$ cat config.mk
export PLATFORM = sky130hd
export DESIGN_NAME = cfg_host_regs
export DESIGN_NICKNAME = d
export VERILOG_FILES = /design/src/rtl/cfg_host_regs.sv
export SDC_FILE = /design/constraint.sdc
export NUM_CORES = 1
export LEC_CHECK = 0
export BUFFER_PORTS_ARGS = -buffer_cell sky130_fd_sc_hd__buf_4
export CAP_MARGIN = 10
export CORE_ASPECT_RATIO = 2
export CORE_MARGIN = 5
export CORE_UTILIZATION = 50
export CTS_BUF_LIST = sky130_fd_sc_hd__clkbuf_4
export CTS_CLUSTER_SIZE = 28
export DETAILED_ROUTE_END_ITERATION = 12
export MAX_ROUTING_LAYER = met4
export PLACE_DENSITY = 0.81
export SETUP_SLACK_MARGIN = 0.3
export SYNTH_ARGS = -nofsm -noshare
export SYNTH_HDL_FRONTEND = slang
export SYNTH_SLANG_ARGS = --single-unit
$ cat constraint.sdc
create_clock -name clk -period 1.9 [get_ports clk]
set_clock_uncertainty 0.2 [all_clocks]
set_input_delay 0.38 -clock clk [delete_from_list [all_inputs] [get_ports clk]]
set_output_delay 0.38 -clock clk [all_outputs]
set_load 0.02 [all_outputs]
$ cat src/rtl/cfg_host_regs.sv
`timescale 1ns/1ps
module cfg_host_regs #(
  parameter int DATA_W = 8
) (
  input  logic                  clk,
  input  logic                  rst_n,
  input  logic [1:0]            h_addr,
  input  logic                  h_rd,
  input  logic                  h_wr,
  input  logic [DATA_W-1:0]     h_wdata,
  output logic [DATA_W-1:0]     h_rdata,
  input  logic                  rb_mode,
  input  logic                  cfg_space,
  output logic                  cfg_valid,
  output logic [DATA_W-1:0]     cfg_byte,
  input  logic                  rb_avail,
  input  logic [DATA_W-1:0]     rb_byte,
  output logic [2*DATA_W-1:0]   rb_addr,
  input  logic [1:0]            err_code,
  input  logic                  reprogram,
  input  logic                  usr_irq,
  input  logic                  init_level,
  input  logic                  done_level
);

  localparam logic [1:0] A_STAT = 2'd0;
  localparam logic [1:0] A_DATA = 2'd1;
  localparam logic [1:0] A_RBLO = 2'd2;
  localparam logic [1:0] A_RBHI = 2'd3;

  logic              rdy_q, irq_q;
  logic [1:0]        err_q;
  logic [DATA_W-1:0] data_q, rb_lo_q, rb_hi_q;
  logic [7:0]        status;

  wire data_acc = (h_rd | h_wr) & (h_addr == A_DATA);
  wire rdy_set  = rb_mode ? rb_avail : cfg_space;
  wire fwd      = h_wr & (h_addr == A_DATA) & ~rb_mode & rdy_q;
  wire stat_rd  = h_rd & (h_addr == A_STAT);

  assign status   = {done_level, init_level, 1'b0, err_q, irq_q, rdy_q, 1'b0};
  assign cfg_byte = data_q;
  assign rb_addr  = {rb_hi_q, rb_lo_q};

  always_ff @(posedge clk or negedge rst_n) begin
    if (!rst_n) begin
      rdy_q <= 1'b0;
      irq_q <= 1'b0;
      err_q <= 2'b00;
    end else begin
      if (rdy_set)       rdy_q <= 1'b1;
      else if (data_acc) rdy_q <= 1'b0;
      if (usr_irq)       irq_q <= 1'b1;
      else if (stat_rd)  irq_q <= 1'b0;
      if (err_code != 2'b00) err_q <= err_code;
      else if (reprogram)    err_q <= 2'b00;
    end
  end

  always_ff @(posedge clk or negedge rst_n) begin
    if (!rst_n) begin
      data_q    <= '0;
      cfg_valid <= 1'b0;
      rb_lo_q   <= '0;
      rb_hi_q   <= '0;
    end else begin
      cfg_valid <= fwd;
      if (rb_mode && rb_avail) data_q <= rb_byte;
      else if (fwd)            data_q <= h_wdata;
      if (h_wr && h_addr == A_RBLO) rb_lo_q <= h_wdata;
      if (h_wr && h_addr == A_RBHI) rb_hi_q <= h_wdata;
    end
  end

  always_ff @(posedge clk or negedge rst_n) begin
    if (!rst_n) h_rdata <= '0;
    else if (h_rd) begin
      case (h_addr)
        A_STAT:  h_rdata <= DATA_W'(status);
        A_DATA:  h_rdata <= data_q;
        A_RBLO:  h_rdata <= rb_lo_q;
        default: h_rdata <= rb_hi_q;
      endcase
    end
  end

  p_rdy_set_r3: assert property (@(posedge clk) disable iff (!rst_n)
    rdy_set |=> rdy_q);
  p_rdy_clr_r3: assert property (@(posedge clk) disable iff (!rst_n)
    (data_acc && !rdy_set) |=> !rdy_q);
  p_fwd_r4: assert property (@(posedge clk) disable iff (!rst_n)
    (h_wr && h_addr == A_DATA && !rb_mode && rdy_q) |=> (cfg_valid && cfg_byte == $past(h_wdata)));
  p_drop_r5: assert property (@(posedge clk) disable iff (!rst_n)
    (h_wr && h_addr == A_DATA && (!rdy_q || rb_mode)) |=> !cfg_valid);
  p_irq_set_r7: assert property (@(posedge clk) disable iff (!rst_n)
    usr_irq |=> irq_q);
  p_irq_clr_r7: assert property (@(posedge clk) disable iff (!rst_n)
    (stat_rd && !usr_irq) |=> !irq_q);
  p_err_hold_r8: assert property (@(posedge clk) disable iff (!rst_n)
    (err_code == 2'b00 && !reprogram) |=> $stable(err_q));
  p_err_wipe_r8: assert property (@(posedge clk) disable iff (!rst_n)
    (err_code == 2'b00 && reprogram) |=> err_q == 2'b00);
  p_addr_lo_r9: assert property (@(posedge clk) disable iff (!rst_n)
    (h_wr && h_addr == A_RBLO) |=> rb_addr[DATA_W-1:0] == $past(h_wdata));

endmodule

==> results of run 1 <==
-- registers in the layout, indices dropped and copies added (netlist names) --
name and cells:
cfg_byte 8, h_rdata 8, rb_hi_q 8, rb_lo_q 8, err_q 2, cfg_valid 1, irq_q 1, rdy_q 1
-- cells in the final DEF, fill, tap and decap left out, types with 3 or more instances in the layout --
cell / n
buf_4: 67
o221ai_1: 6
dfrtp_1: 37
inv_1: 8
nor3b_1: 7
nor2b_1: 3
a22o_1: 6
nand2_1: 9
a211o_1: 6
mux2_2: 24
nor2_1: 4
mux2i_1: 6
clkbuf_4: 6
-- cell families (layout without fill, tap and decap cells) --
kind of cell	Yosys count	count (layout)	synth area share
AND/OR/NAND/NOR	29	29	0.0996
flip-flops	37	37	0.527
multiplexers	30	30	0.188
AO/OA/AOI/OAI	30	30	0.142
buffers and inverters	15	85	0.0434
-- power groups by stage --
stage,registers (mW),clock network [mW],logic [mW]
global route,1.03,0.597,0.727
global placement,1.02,0,0.668
floorplan,1.16,0,0.222
detailed placement,1.03,0,0.684
CTS,1.02,0.562,0.689
finish,1.02,0.551,0.679
-- final timing paths --
check	start	to	slack (ns)	cells past startpoint
worst min register to register	irq_q$_DFFE_PN0P_	irq_q$_DFFE_PN0P_	0.29	1
min in group asynchronous	rst_n	cfg_byte[6]$_DFFE_PN0P_	0.31	2
worst max register to register	rdy_q$_DFFE_PN0P_	cfg_byte[7]$_DFFE_PN0P_	0.38	3
max in group asynchronous	rst_n	rb_lo_q[4]$_DFFE_PN0P_	0.86	2
worst max-delay path	rb_hi_q[1]$_DFFE_PN0P_	rb_addr[9]	0.34	1
worst min-delay path	err_code[0]	err_q[0]$_DFFE_PN0P_	0.01	2
-- metrics by stage --
stage,power (mW),hold slack (ns)
detailed placement,1.72,0.169
CTS,2.27,0.00399
floorplan,1.38,-0.116
global route,2.36,0.00682
finish,2.25,0.0123
global placement,1.69,0.156
-- cell type report --
class                      count  area, um2  area share
timing repair buffer          69        523       0.220
inverter                       8       30.0      0.0127
sequential                    37        926       0.390
tap                           48       60.1      0.0253
multi-input combinational     89        756       0.318
clock inverter                 2       33.8      0.0142
clock buffer                   6       45.0      0.0190
-- repair_timing --
action / in CTS / in global routing
hold buffers: 2 / 0
gates resized for setup: 0 / 0
endpoints found under the hold margin: 38 / 0
buffers inserted: 0 / 0
-- per-layer routing --
metal	up-vias	track usage
li1	656	-
met1	698	0.239
met2	43	0.375
met3	10	0.0397
met4	0	0.0985
met5	-	-
-- synthesized netlist by cell type (2+ instances only) --
library cell,n
inv_1,8
a21o_1,2
mux2i_1,6
a211o_1,6
mux2_2,24
o221ai_1,6
o32a_1,2
nor2b_1,3
a21oi_1,2
clkbuf_1,3
nor2_1,4
nand3_1,2
a22o_1,6
dfrtp_1,37
buf_6,2
nor3b_1,7
a22oi_1,2
o31a_1,2
nand2_1,9
==> impl_metrics.csv, run 1 <==
group,metric,value,unit
logic_synthesis,netlist-cell-type-count,27,
cts,cts.htree.levels,2,
finish,layoutNonFillerInstCount,259,
worst_hold_path,min_path_type,"primary input to flip-flop",
logic_synthesis,synth_seq_cells,37,
timing,period_share,0.820,
critical_path,critical_path_required,1.32,ns
critical_path,cp.arrival,0.98,ns
run,maxCapViolCount,0,
logic_synthesis,syn_avg_cell_area,12.5,um2
route,drt_wl_total,4760,um
placed_design,dp_cells,249,
cts,clk_pin_slew,0.11,ns
logic_synthesis,synth_top_area_share,0.527,
cts,root_buffer,"clkbuf_4",
finish,stdcell_area,2370,um2
cts,cts_tree,"yes",
timing,rsz0062_at_grt,"no",
logic_synthesis,syn_inst,141,
global_route,antenna_found_initial,0,
finish,final_util,0.695,
floorplan,rows,30,
power,power_density,948,nW/um2
critical_path,cp.buffers_inverters,1,
placed_design,place_hpwl,3690,um
power,p_sw,0.711,mW
power,p_leak,1.15,nW
status,status,"finished, final reports clean",
cts,cts_buffers,5,
global_route,grt_pass1_wl,7680,um
global_route,grt_max_degree,38,
power,p_comb_frac,0.302,
route,dr.first_iter.drc_count,23,
route,wl_met1,1750,um
floorplan,start_util,0.515,
critical_path,end_kind,"output port",
power,seqPwrFrac,0.453,
logic_synthesis,synth_area_leader_cell,"dfrtp_1",
critical_path,setup.worst_path.class,"flip-flop to output port",
logic_synthesis,yosys-top-cells-area,"dfrtp_1 (53%), mux2_2 (15%), mux2i_1 (3.4%), nor3b_1 (3.0%), a211o_1 (3.0%)",
timing,setup_ws,0.342,ns
cts,insertion_delay,0.36,ns
route,first_pass_iters,4,
placed_design,placedInstanceArea,2270,um2
critical_path,crit_slowest_cell,"dfrtp_1",
route,vias,1407,
timing,max_freq,0.642,GHz
route,wire_per_inst,18.4,um
floorplan,ios,64,
timing,tightest_slew,0.565,ns
route,wl_met3,186,um
floorplan,die_x,51.9,um
logic_synthesis,yosysWarningCount,0,
logic_synthesis,syn_area,1760,um2
timing,report.final.slew_viol_count,0,
finish,fillers,258,
power,clock_power_share,0.245,
power,swShare,0.316,
critical_path,crit_path_cell_trace,"buf_4",
critical_path,crit_family,"flip-flops",
timing,hold_viol,0,
floorplan,die_h,93.9,um
floorplan,core,3420,um2
power,ir_worst_vdd,0.000628,V
timing,fin_setup_tns,0,ns
critical_path,cp_max_fo,3,
finish,diodes,0,
finish,syn2layout_area_growth,35.0,%
timing,min_period,1.56,ns
finish,final_layout_size_suffix_gt1_frac,0.479,
cts,cts.path.max_buffers,2,
logic_synthesis,ys_async_sr_fraction,1.00,
placed_design,dp_slack,0.227,ns
route,via_per_inst,5.43,
floorplan,dieArea,4870,um2
power,internal-power,1.54,mW
logic_synthesis,syn-num-nets,172,
global_route,grt_pass1_vias,1586,
route,antenna_left,0,
global_route,gr-total-overflow,0,
route,wl_met2,2730,um
logic_synthesis,synth-edff-count,0,
route,topRoutingLayerUsed,"met4",
timing,finalSetupViolations,0,
logic_synthesis,synthFlopType,"dfrtp_1",
critical_path,cpPeakStageDelay,0.44,ns
route,drc,0,
global_route,grtUsageTotal,0.219,
logic_synthesis,ys_seq_area_frac,0.527,
finish,final_nets,241,
cts,cts_sinks,37,
placed_design,gp_congestion,0.804,
timing,slew-limit-headroom,0.623,
critical_path,crit_path_start_kind,"flip-flop",
placed_design,place.port_buffers,63,
No activity file was read; power rests on OpenSTA's default activity.
==> run 2, diff against run 1 <==
Settings changed: CORE_UTILIZATION 50 to 46, PLACE_DENSITY 0.81 to 0.78.
Clock period 1.9 ns to 1.3 ns, I/O delays scaled along.
==> run 2 against run 1 <==
The run now ends with negative hold slack, negative setup slack left. Wire length up 40%. Largest power group is now combinational cells. Critical path depth unchanged. Core utilization is 18 points higher. Worst hold slack lost 0.099 ns. Combinational power rose to 2.5 times the previous value. Sequential power rose by 49%. Die area rose by 7.4%. Count of clock-buffer cells in the layout grew 1. Global-route usage rose by 4.2 points. Design area up 34%. Sequential share of layout area is 9.7 points lower.
==> impl_metrics.csv, run 2 (same netlist as run 1, synthesis figures left out) <==
group,metric,value,unit
global_route,gr-total-overflow,0,
critical_path,cp.arrival,0.95,ns
critical_path,reg2reg_to,"cfg_byte[7]$_DFFE_PN0P_",
route,via_per_inst,5.65,
timing,report.final.slew_viol_count,0,
route,dr.first_iter.drc_count,41,
worst_hold_path,min_to,"err_q[0]$_DFFE_PN0P_",
timing,period_share,1.08,
global_route,grt_pass1_wl,9670,um
cts,cts_tree,"yes",
critical_path,cp_max_fo,3,
global_route,grtUsageTotal,0.261,
timing,finalSetupViolations,42,
placed_design,gp_congestion,0.877,
cts,insertion_delay,0.35,ns
critical_path,cp.buffers_inverters,1,
cts,cts.path.max_buffers,2,
power,clock_power_share,0.163,
critical_path,crit_family,"flip-flops",
timing,min_period,1.41,ns
route,wire_per_inst,21.7,um
worst_hold_path,min_path_type,"primary input to flip-flop",
critical_path,crit_path_start_kind,"flip-flop",
timing,max_freq,0.710,GHz
status,violations,"negative hold slack, negative setup slack",
route,first_pass_iters,4,
floorplan,die_h,97.4,um
cts,cts_buffers,5,
cts,cts.htree.levels,2,
power,seqPwrFrac,0.391,
timing,slew-limit-headroom,0.606,
critical_path,critical_path_required,0.84,ns
critical_path,r2r_setup_slack,-0.06,ns
finish,final_layout_size_suffix_gt1_frac,0.685,
critical_path,setup.worst_path.class,"flip-flop to output port",
floorplan,core,3650,um2
finish,layoutNonFillerInstCount,306,
floorplan,die_x,53.7,um
worst_hold_path,hp-start,"err_code[0]",
timing,rsz0062_at_grt,"yes",
status,status,"complete, but fails checks",
critical_path,rr_worst_depth,4,
power,p_sw,1.28,mW
finish,layout_commonest_cell,"buf_6",
floorplan,start_util,0.482,
critical_path,rr_startpoint,"rdy_q$_DFFE_PN0P_",
power,power_density,1220,nW/um2
global_route,grt_pass1_vias,1868,
route,drc,0,
global_route,grt_max_degree,38,
global_route,antenna_found_initial,0,
critical_path,crit_path_cell_trace,"buf_6",
critical_path,end_kind,"output port",
placed_design,dp_slack,-0.152,ns
finish,final_nets,287,
power,p_comb_frac,0.446,
timing,tightest_slew,0.590,ns
timing,hold_ws,-0.0863,ns
floorplan,ios,64,
timing,hold_viol,18,
route,drt_wl_total,6650,um
cts,root_buffer,"clkbuf_4",
floorplan,dieArea,5230,um2
power,p_leak,1.58,nW
power,ir_worst_vdd,0.000822,V
finish,diodes,0,
placed_design,place_hpwl,3950,um
timing,fin_setup_tns,-2.69,ns
route,vias,1728,
placed_design,dp_cells,265,
timing,setup_ws,-0.109,ns
critical_path,cpPeakStageDelay,0.44,ns
power,internal-power,2.61,mW
power,swShare,0.328,
finish,syn2layout_area_growth,80.6,%
route,antenna_left,0,
finish,final_cell_mix,"buf_6 (65), buf_4 (46), dfrtp_1 (33)",
cts,cts_sinks,37,
placed_design,place.port_buffers,63,
cts,clk_pin_slew,0.12,ns
critical_path,crit_slowest_cell,"dfrtp_1",
run,maxCapViolCount,0,
worst_hold_path,min_path_cells,2,
floorplan,rows,31,
[run 2: cell count changes in the layout (fill, tap and decap cells not counted), moves of 6 or more]
cell	change
buf_6	+65
mux2_2	-22
mux2_4	+22
buf_4	-21
nor3b_1	-7
nand2_1	-6
nand2_2	+6
nor3b_2	+6
o221ai_1	-6
o221ai_2	+6
[run 2: routing by layer]
layer  global-route usage  up-vias  share of wire
li1                     -      753              -
met1                0.284      870           0.36
met2                0.431       78           0.56
met3               0.0461       27          0.037
met4                0.134        0          0.041
met5                    -        -              0
[run 2: per-stage QoR]
stage | area (um2) | util | power (mW)
floorplan | 1810 | - | 2.04
global placement | 2420 | 0.665 | 2.53
detailed placement | 2420 | 0.665 | 2.57
CTS | 2970 | 0.814 | 3.65
global route | 3180 | 0.871 | 4.04
finish | 3180 | 0.871 | 3.89
[run 2: layout make-up]
cell class                 instances  area (um2)
clock inverter                     1        3.75
inverter                           8        30.0
clock buffer                       7        52.6
tap                               49        61.3
multi-input combinational         89         965
fill                             189         470
timing repair buffer             115        1130
sequential                        37         931
[run 2: timing repair]
item / in CTS / in global routing
hold buffers: 1 / 1
setup endpoints to repair: 67 / 102
resized for setup: 84 / 28
buffers inserted: 20 / 11
endpoints found under the hold margin: 57 / 20
pin swaps: 9 / 6
[run 2: worst max path at each step]
stage	start	to	cells past startpoint
6_report	rb_lo_q[3]$_DFFE_PN0P_	rb_addr[3]	1
5_1_grt	rb_lo_q[3]$_DFFE_PN0P_	rb_addr[3]	1
4_1_cts	rb_lo_q[5]$_DFFE_PN0P_	rb_addr[5]	1
3_5_place_dp	rb_mode	cfg_byte[6]$_DFFE_PN0P_	4
3_3_place_gp	rb_avail	cfg_byte[6]$_DFFE_PN0P_	4
2_1_floorplan	h_addr[1]	cfg_byte[1]$_DFFE_PN0P_	5
[run 2: worst reg2reg max path, delay by kind of cell (launching register included)]
kind	cells	cell delay, ns
flip-flops	1	0.42
AND/OR/NAND/NOR	2	0.39
buffers and inverters	1	0.18
AO/OA/AOI/OAI	1	0.13
[run 2: power by group through the flow]
stage          registers [mW]  clock network, mW  logic [mW]
6_report                 1.52              0.633        1.73
5_1_grt                  1.54              0.686        1.81
4_1_cts                  1.50              0.630        1.52
3_5_place_dp             1.51                  0        1.06
3_3_place_gp             1.50                  0        1.03
2_1_floorplan            1.70                  0       0.344
